### src/rtl/cvsd_pkg.sv
package cvsd_pkg;

  // Strobes from the control block to the datapath
  typedef struct packed {
    logic clear;        // power-save clear
    logic encTick;      // encoder bit period
    logic decTick;      // decoder bit period
    logic encForce;     // encoder idle force active
    logic encForceBit;  // encoder idle pattern bit
    logic decForce;     // decoder idle force active
    logic decForceBit;  // decoder idle pattern bit
    logic runLen3;      // 1: three-bit run, 0: four-bit run
  } cvsdStrobe_t;

endpackage

### src/rtl/cvsd_tick_gen.sv
module cvsd_tick_gen #(
  parameter int CLK_DIV = 8
) (
  input  logic clk,
  input  logic rstN,
  input  logic clear,
  input  logic useInt,
  input  logic extClk,
  output logic tick
);

  localparam int CW = (CLK_DIV > 2) ? $clog2(CLK_DIV) : 1;
  localparam logic [CW-1:0] CNT_LAST = CW'(CLK_DIV - 1);

  logic [CW-1:0] cnt;
  logic sync1, sync2, prevLvl;
  logic intTick, extTick;

  assign intTick = (cnt == CNT_LAST);
  assign extTick = sync2 & ~prevLvl;
  assign tick    = ~clear & (useInt ? intTick : extTick);

  always_ff @(posedge clk or negedge rstN) begin
    if (!rstN) begin
      cnt     <= '0;
      sync1   <= 1'b0;
      sync2   <= 1'b0;
      prevLvl <= 1'b0;
    end else if (clear) begin
      cnt     <= '0;
      sync1   <= 1'b0;
      sync2   <= 1'b0;
      prevLvl <= 1'b0;
    end else begin
      cnt     <= intTick ? '0 : cnt + 1'b1;
      sync1   <= extClk;
      sync2   <= sync1;
      prevLvl <= sync2;
    end
  end

  // a bit period is marked by a single-cycle pulse
  assert_tick_pulse_R10 : assert property (@(posedge clk) disable iff (!rstN)
    tick |=> !tick);

endmodule

### src/rtl/cvsd_ctrl.sv
module cvsd_ctrl
  import cvsd_pkg::*;
#(
  parameter int CLK_DIV = 8
) (
  input  logic        clk,
  input  logic        rstN,
  input  logic        pwrOn,
  input  logic        algo3,
  input  logic        encClkInt,
  input  logic        decClkInt,
  input  logic        encExtClk,
  input  logic        decExtClk,
  input  logic        encIdleN,
  input  logic        decIdleN,
  output cvsdStrobe_t strb
);

  localparam int SIDES = 2;

  logic             clear;
  logic [SIDES-1:0] useIntV, extV, tickV;
  logic             encPhase, decPhase;

  assign clear   = ~pwrOn;
  assign useIntV = {decClkInt, encClkInt};
  assign extV    = {decExtClk, encExtClk};

  // One bit-period source per side: index 0 encoder, 1 decoder
  generate
    for (genvar s = 0; s < SIDES; s++) begin : g_side
      cvsd_tick_gen #(.CLK_DIV(CLK_DIV)) i_tick (
        .clk    (clk),
        .rstN   (rstN),
        .clear  (clear),
        .useInt (useIntV[s]),
        .extClk (extV[s]),
        .tick   (tickV[s])
      );
    end
  endgenerate

  // Idle pattern phases: first idle bit is 0, then alternate
  always_ff @(posedge clk or negedge rstN) begin
    if (!rstN) begin
      encPhase <= 1'b0;
      decPhase <= 1'b0;
    end else begin
      if (clear || encIdleN) encPhase <= 1'b0;
      else if (tickV[0])     encPhase <= ~encPhase;
      if (clear || decIdleN) decPhase <= 1'b0;
      else if (tickV[1])     decPhase <= ~decPhase;
    end
  end

  always_comb begin
    strb.clear       = clear;
    strb.encTick     = tickV[0];
    strb.decTick     = tickV[1];
    strb.encForce    = ~encIdleN;
    strb.encForceBit = encPhase;
    strb.decForce    = ~decIdleN;
    strb.decForceBit = decPhase;
    strb.runLen3     = algo3;
  end

endmodule

### src/rtl/cvsd_slope.sv
module cvsd_slope #(
  parameter int W         = 16,
  parameter int STEP_MIN  = 16,
  parameter int STEP_MAX  = 1024,
  parameter int STEP_INC  = 64,
  parameter int STEP_LEAK = 3,
  parameter int EST_LEAK  = 6
) (
  input  logic                clk,
  input  logic                rstN,
  input  logic                clear,
  input  logic                tick,
  input  logic                bitIn,
  input  logic                runLen3,
  output logic signed [W-1:0] est
);

  localparam int XW = W + 2;
  localparam logic [W-1:0]         S_MIN  = W'(STEP_MIN);
  localparam logic [W-1:0]         S_MAX  = W'(STEP_MAX);
  localparam logic [W-1:0]         S_INC  = W'(STEP_INC);
  localparam logic signed [XW-1:0] SAT_HI = XW'((2 ** (W - 1)) - 1);
  localparam logic signed [XW-1:0] SAT_LO = XW'(-(2 ** (W - 1)));

  logic [2:0]              hist;
  logic [W-1:0]            step, stepUp, stepDn, stepNext;
  logic                    run3, runHit;
  logic signed [XW-1:0]    estX, leakX, stepX, sumX;
  logic signed [W-1:0]     estNext;

  always_comb begin
    run3   = (hist[1:0] == {bitIn, bitIn});
    runHit = runLen3 ? run3 : (run3 && (hist[2] == bitIn));

    stepUp = step + S_INC;
    stepDn = step - (step >> STEP_LEAK);
    if (runHit) stepNext = (stepUp > S_MAX) ? S_MAX : stepUp;
    else        stepNext = (stepDn < S_MIN) ? S_MIN : stepDn;

    estX  = XW'(est);
    leakX = estX - (estX >>> EST_LEAK);
    stepX = $signed({2'b00, stepNext});
    sumX  = bitIn ? (leakX + stepX) : (leakX - stepX);

    if (sumX > SAT_HI)      estNext = SAT_HI[W-1:0];
    else if (sumX < SAT_LO) estNext = SAT_LO[W-1:0];
    else                    estNext = sumX[W-1:0];
  end

  always_ff @(posedge clk or negedge rstN) begin
    if (!rstN) begin
      hist <= '0;
      step <= S_MIN;
      est  <= '0;
    end else if (clear) begin
      hist <= '0;
      step <= S_MIN;
      est  <= '0;
    end else if (tick) begin
      hist <= {hist[1:0], bitIn};
      step <= stepNext;
      est  <= estNext;
    end
  end

  assert_step_grow_R3 : assert property (@(posedge clk) disable iff (!rstN)
    (tick && runHit && !clear) |=> (step >= $past(step)));

  assert_step_shrink_R3 : assert property (@(posedge clk) disable iff (!rstN)
    (tick && !runHit && !clear) |=> (step <= $past(step)));

  assert_est_hold_R12 : assert property (@(posedge clk) disable iff (!rstN)
    (!tick && !clear) |=> $stable(est));

endmodule

### src/rtl/cvsd_datapath.sv
module cvsd_datapath
  import cvsd_pkg::*;
#(
  parameter int W         = 16,
  parameter int STEP_MIN  = 16,
  parameter int STEP_MAX  = 1024,
  parameter int STEP_INC  = 64,
  parameter int STEP_LEAK = 3,
  parameter int EST_LEAK  = 6
) (
  input  logic                clk,
  input  logic                rstN,
  input  cvsdStrobe_t         strb,
  input  logic signed [W-1:0] sampleIn,
  input  logic                sampleStb,
  input  logic                decBitIn,
  output logic                encBit,
  output logic signed [W-1:0] encEst,
  output logic signed [W-1:0] decEst
);

  localparam int SIDES = 2;

  logic signed [W-1:0] sampleReg;
  logic                encRaw, encNext, decNext;
  logic [SIDES-1:0]    bitV, tickV;
  logic signed [W-1:0] estV [SIDES];

  always_ff @(posedge clk or negedge rstN) begin
    if (!rstN)          sampleReg <= '0;
    else if (sampleStb) sampleReg <= sampleIn;
  end

  assign encRaw  = (sampleReg >= estV[0]);
  assign encNext = strb.encForce ? strb.encForceBit : encRaw;
  assign decNext = strb.decForce ? strb.decForceBit : decBitIn;
  assign bitV    = {decNext, encNext};
  assign tickV   = {strb.decTick, strb.encTick};

  // Identical slope engines: index 0 encoder, 1 decoder
  generate
    for (genvar s = 0; s < SIDES; s++) begin : g_engine
      cvsd_slope #(
        .W(W), .STEP_MIN(STEP_MIN), .STEP_MAX(STEP_MAX),
        .STEP_INC(STEP_INC), .STEP_LEAK(STEP_LEAK), .EST_LEAK(EST_LEAK)
      ) i_slope (
        .clk     (clk),
        .rstN    (rstN),
        .clear   (strb.clear),
        .tick    (tickV[s]),
        .bitIn   (bitV[s]),
        .runLen3 (strb.runLen3),
        .est     (estV[s])
      );
    end
  endgenerate

  always_ff @(posedge clk or negedge rstN) begin
    if (!rstN)             encBit <= 1'b0;
    else if (strb.clear)   encBit <= 1'b0;
    else if (strb.encTick) encBit <= encNext;
  end

  assign encEst = estV[0];
  assign decEst = estV[1];

endmodule

### src/rtl/cvsd_codec.sv
module cvsd_codec
  import cvsd_pkg::*;
#(
  parameter int W         = 16,
  parameter int CLK_DIV   = 8,
  parameter int STEP_MIN  = 16,
  parameter int STEP_MAX  = 1024,
  parameter int STEP_INC  = 64,
  parameter int STEP_LEAK = 3,
  parameter int EST_LEAK  = 6
) (
  input  logic                clk,
  input  logic                rstN,
  input  logic                pwrOn,
  input  logic                algo3,
  input  logic                dataEn,
  input  logic                encClkInt,
  input  logic                encExtClk,
  input  logic                decClkInt,
  input  logic                decExtClk,
  input  logic signed [W-1:0] sampleIn,
  input  logic                sampleStb,
  input  logic                encIdleN,
  output logic                encBit,
  output logic                encBitEn,
  output logic                encTick,
  output logic signed [W-1:0] encEst,
  input  logic                decBitIn,
  input  logic                decIdleN,
  output logic                decTick,
  output logic signed [W-1:0] decSample
);

  cvsdStrobe_t strb;

  cvsd_ctrl #(.CLK_DIV(CLK_DIV)) i_ctrl (
    .clk       (clk),
    .rstN      (rstN),
    .pwrOn     (pwrOn),
    .algo3     (algo3),
    .encClkInt (encClkInt),
    .decClkInt (decClkInt),
    .encExtClk (encExtClk),
    .decExtClk (decExtClk),
    .encIdleN  (encIdleN),
    .decIdleN  (decIdleN),
    .strb      (strb)
  );

  cvsd_datapath #(
    .W(W), .STEP_MIN(STEP_MIN), .STEP_MAX(STEP_MAX),
    .STEP_INC(STEP_INC), .STEP_LEAK(STEP_LEAK), .EST_LEAK(EST_LEAK)
  ) i_dp (
    .clk       (clk),
    .rstN      (rstN),
    .strb      (strb),
    .sampleIn  (sampleIn),
    .sampleStb (sampleStb),
    .decBitIn  (decBitIn),
    .encBit    (encBit),
    .encEst    (encEst),
    .decEst    (decSample)
  );

  assign encBitEn = dataEn & pwrOn;
  assign encTick  = strb.encTick;
  assign decTick  = strb.decTick;

  // two cycles into power-save everything is cleared and quiet
  assert_quiet_R1 : assert property (@(posedge clk) disable iff (!rstN)
    (!pwrOn ##1 !pwrOn) |-> (encEst == '0 && decSample == '0 && !encTick && !decTick));

  // encoder output follows the control block's idle pattern
  assert_idle_bit_R6 : assert property (@(posedge clk) disable iff (!rstN)
    (strb.encTick && strb.encForce) |=> (encBit == $past(strb.encForceBit)));

endmodule

### config.mk
export PLATFORM = sky130hd
export DESIGN_NAME = cvsd_codec
export DESIGN_NICKNAME = d
export VERILOG_FILES = /design/src/rtl/cvsd_pkg.sv /design/src/rtl/cvsd_tick_gen.sv /design/src/rtl/cvsd_ctrl.sv /design/src/rtl/cvsd_slope.sv /design/src/rtl/cvsd_datapath.sv /design/src/rtl/cvsd_codec.sv
export SDC_FILE = /design/constraint.sdc
export NUM_CORES = 1
export LEC_CHECK = 0
export BUFFER_PORTS_ARGS = -buffer_cell sky130_fd_sc_hd__buf_2
export CAP_MARGIN = 30
export CORE_ASPECT_RATIO = 0.5
export CORE_MARGIN = 4
export CORE_UTILIZATION = 63
export CTS_CLUSTER_SIZE = 30
export DETAILED_ROUTE_END_ITERATION = 8
export GPL_TIMING_DRIVEN = 0
export MAX_ROUTING_LAYER = met4
export PLACE_DENSITY = 0.82
export SYNTH_ARGS = -nofsm -noshare
export SYNTH_HDL_FRONTEND = slang
export SYNTH_HIERARCHICAL = 1
export SYNTH_SLANG_ARGS = --single-unit
### constraint.sdc
create_clock -name clk -period 9 [get_ports clk]
set_clock_uncertainty 0.15 [all_clocks]
set_input_delay 0.9 -clock clk [delete_from_list [all_inputs] [get_ports clk]]
set_output_delay 0.9 -clock clk [all_outputs]
set_load 0.01 [all_outputs]
==> flow_metrics.py <==
metrics = {
    "outcome": {
        "status": "complete, no violations",
    },
    "cells_and_area": {
        "nFillCells": 1331,
        "area_growth_syn_to_layout_pct": 8.50,
        "instances_no_fill": 1617,
        "num_antenna_cells": 0,
        "nNetsFinal": 1536,
        "final_cell_mix": "118 x inv_1, 118 x nor2_1, 116 x ha_1",
        "drive_gt1_share_pct": 12.5,
        "fin_area_um2": 11800,
    },
    "logic_synthesis": {
        "synth_top_area_cell": "dfrtp_1",
        "ys_types": 94,
        "synth_warnings": 6,
        "syn_area_um2": 10900,
        "synthTopCellsByArea": "dfrtp_1 23%, ha_1 13%, xnor2_1 5.5%, a21oi_1 4.8%, inv_1 4.1%",
        "synth_top_family_by_area": "compound AO/OA/AOI/OAI gates",
        "synthAdderAreaFrac_pct": 14.4,
        "yosys.area.top_type_share_pct": 22.7,
        "synth_edf_count": 0,
        "synth_mux_area_share_pct": 3.79,
        "synthFlopType": "dfrtp_1",
        "avgSynthCellArea_um2": 8.32,
        "synth_xor_area_share_pct": 8.48,
        "synth_fp_nets": 1462,
        "synth-simple-area-share_pct": 17.7,
        "synthArstFlopShare_pct": 100,
        "seq_area_frac_synth_pct": 23.2,
        "synth-compound-area-share_pct": 26.3,
        "synth.ff_latch_count": 101,
        "synth_cells": 1311,
    },
    "setup_path": {
        "r2r_setup_slack_ns": 0.65,
        "cpPeakStageDelay_ns": 0.67,
        "crit_type": "flop to flop",
        "crit_fanout": 10,
        "start_kind": "flop",
        "worstPathArrival_ns": 8.48,
        "crit_slowest_cell": "a221oi_1",
        "cp-end-kind": "flop",
        "worstPathRequired_ns": 9.12,
    },
    "pwr": {
        "internal-power_mw": 1.75,
        "p_seq_share_pct": 14.6,
        "p_leak_nw": 5.38,
        "sw_frac_of_total_pct": 50.4,
        "ir_worst_vdd_mv": 0.368,
        "combPwrFrac_pct": 74.0,
        "pwr-share-clk_pct": 11.4,
        "p_sw_mw": 1.78,
        "p_per_area_nw_per_um2": 298,
    },
    "die": {
        "die_h_um": 101,
        "initial_core_util_pct": 65.4,
        "pin_count": 65,
        "rows": 33,
        "core_um2": 16700,
        "dieArea_um2": 19600,
        "die_w_um": 194,
    },
    "grt": {
        "first_global_vias": 9886,
        "grt_pass1_wl_um": 48100,
        "grt_overflow": 0,
        "grt_usage_pct": 30.3,
        "grt_max_degree": 59,
        "antenna_found_initial": 0,
    },
    "timing": {
        "worst_pin_slew_ns": 0.982,
        "timing.slew.headroom_pct": 33.8,
        "slew_violations": 0,
        "finalCriticalPeriod_ns": 8.35,
        "fmax_mhz": 120,
        "fin_tns_setup_ns": 0,
        "setup_viol": 0,
        "finalCritPeriodShare_pct": 92.8,
        "hold_viol": 0,
        "hold_ws_ns": 0.285,
        "rsz0062_at_grt": "false",
    },
    "cts": {
        "cts_htree_levels": 3,
        "cts_root_buffer": "clkbuf_16",
        "post_cts_resized": 0,
        "cts_tree": "yes",
        "clk_pin_slew_ns": 0.09,
        "clockBufferDepth": 2,
        "insertion_delay_ns": 0.36,
        "cts_hold_buffers": 0,
        "cts_setup_buffers": 0,
        "cts.sinks": 101,
        "cts_made_buffers": 9,
    },
    "detailed_routing": {
        "post-route-drc-count": 0,
        "dr.pass1.iters": 6,
        "first_iter_violations": 861,
        "wirelength_um": 28800,
        "vias_per_cell": 6.31,
        "vias": 10200,
        "wl_per_cell_um": 17.8,
        "ant_nets": 0,
    },
    "placed_design": {
        "placedCellCount": 1601,
        "io_buffers": 62,
        "dp.final_hpwl_um": 22400,
        "gp_congestion": 0.968,
        "placed_area_um2": 11500,
    },
    "run": {
        "max-cap-violations": 0,
    },
    "hold_path": {
        "min_path_type": "flop to flop",
    },
}
==> logic make-up after synthesis <==
family / Yosys count
AO/OA/AOI/OAI: 398
AND/OR/NAND/NOR: 388
buffers and inverters: 161
adder cells (fa/ha/maj): 122
XOR/XNOR: 103
flip-flops: 101
multiplexers: 38
==> per-layer routing <==
| layer | up-vias | GRT usage (%) | routed length (µm) | share of wire, % |
|---|---|---|---|---|
| met2 | 349 | 49.4 | 13500 | 47 |
| met3 | 62 | 5.14 | 1930 | 6.7 |
| li1 | 4891 | - | - | - |
| met5 | - | - | 0 | 0 |
| met1 | 4898 | 39.9 | 12900 | 45 |
| met4 | 0 | 7.72 | 575 | 2.0 |
==> power groups by stage <==
| stage | Combinational, mW | Clock, mW | Sequential, mW |
|---|---|---|---|
| after floorplan | 2.07 | 0 | 0.517 |
| after global placement | 2.45 | 0 | 0.520 |
| after detailed placement | 2.55 | 0 | 0.521 |
| after CTS | 2.58 | 0.411 | 0.512 |
| after global routing | 2.89 | 0.426 | 0.517 |
| final | 2.61 | 0.402 | 0.513 |
==> through the flow <==
step | setup slack (ns) | util [%] | total power [mW]
finish | 0.646 | 70.9 | 3.53
global route | 0.106 | 70.9 | 3.84
detailed placement | 0.904 | 69.1 | 3.08
CTS | 0.808 | 70.9 | 3.50
global placement | 0.973 | 68.9 | 2.97
floorplan | 2.26 | - | 2.58
==> synth_stat cells (all sizes together), types with 21 or more instances <==
cell type,n
a21oi,108
a211oi,27
inv,118
xnor2,70
clkbuf,21
o211ai,30
xor2,32
nor2b,27
nand2,89
o21ai,74
nor3,25
nor2,118
dfrtp,99
mux2,23
nand3,28
ha,116
buf,22
a21o,25
==> layout make-up <==
cell class | instances | area, µm² | share of cell area (%)
inverter | 118 | 443 | 3.74
clock inverter | 7 | 77.6 | 0.656
timing repair buffer | 63 | 340 | 2.88
tap | 227 | 284 | 2.40
buffer | 43 | 224 | 1.89
clock buffer | 9 | 225 | 1.90
sequential | 101 | 2530 | 21.4
multi-input combinational | 1049 | 7700 | 65.1
==> registers in the layout, indices dropped and copies added, names as in the netlist <==
register,flops
i_ctrl/g_side.i_tick/sync2,2
i_ctrl/decPhase,1
i_ctrl/g_side.i_tick/prevLvl,2
i_dp/g_engine.i_slope/step,32
i_dp/sampleReg,16
i_ctrl/g_side.i_tick/cnt,6
i_dp/g_engine.i_slope/est,32
i_ctrl/g_side.i_tick/sync1,2
i_dp/g_engine.i_slope/hist,6
i_dp/encBit,1
i_ctrl/encPhase,1
==> final timing paths <==
check | startpoint | end | cells after the start
worst max-delay path | i_dp/g_engine[0].i_slope/est[13] | i_dp/g_engine[0].i_slope/est[11] | 31
worst min-delay path | i_ctrl/g_side[1].i_tick/cnt[0] | i_ctrl/g_side[1].i_tick/cnt[0] | 1
worst max register to register | i_dp/g_engine[0].i_slope/est[13] | i_dp/g_engine[0].i_slope/est[11] | 31
worst min register to register | i_ctrl/g_side[1].i_tick/cnt[0] | i_ctrl/g_side[1].i_tick/cnt[0] | 1
max in group asynchronous | rstN | i_dp/g_engine[1].i_slope/step[4] | 2
min in group asynchronous | rstN | i_dp/g_engine[0].i_slope/step[11] | 1
==> worst max-delay path, delay by kind of cell, from the launching register on <==
family                   cells  cell delay [ns]
AND/OR/NAND/NOR              6             0.86
buffers and inverters        3             0.53
AO/OA/AOI/OAI               17             4.92
flip-flops                   1             0.48
adder cells (fa/ha/maj)      3             0.98
XOR/XNOR                     1             0.09
multiplexers                 1             0.27
Power figures use the tool's default switching activity.
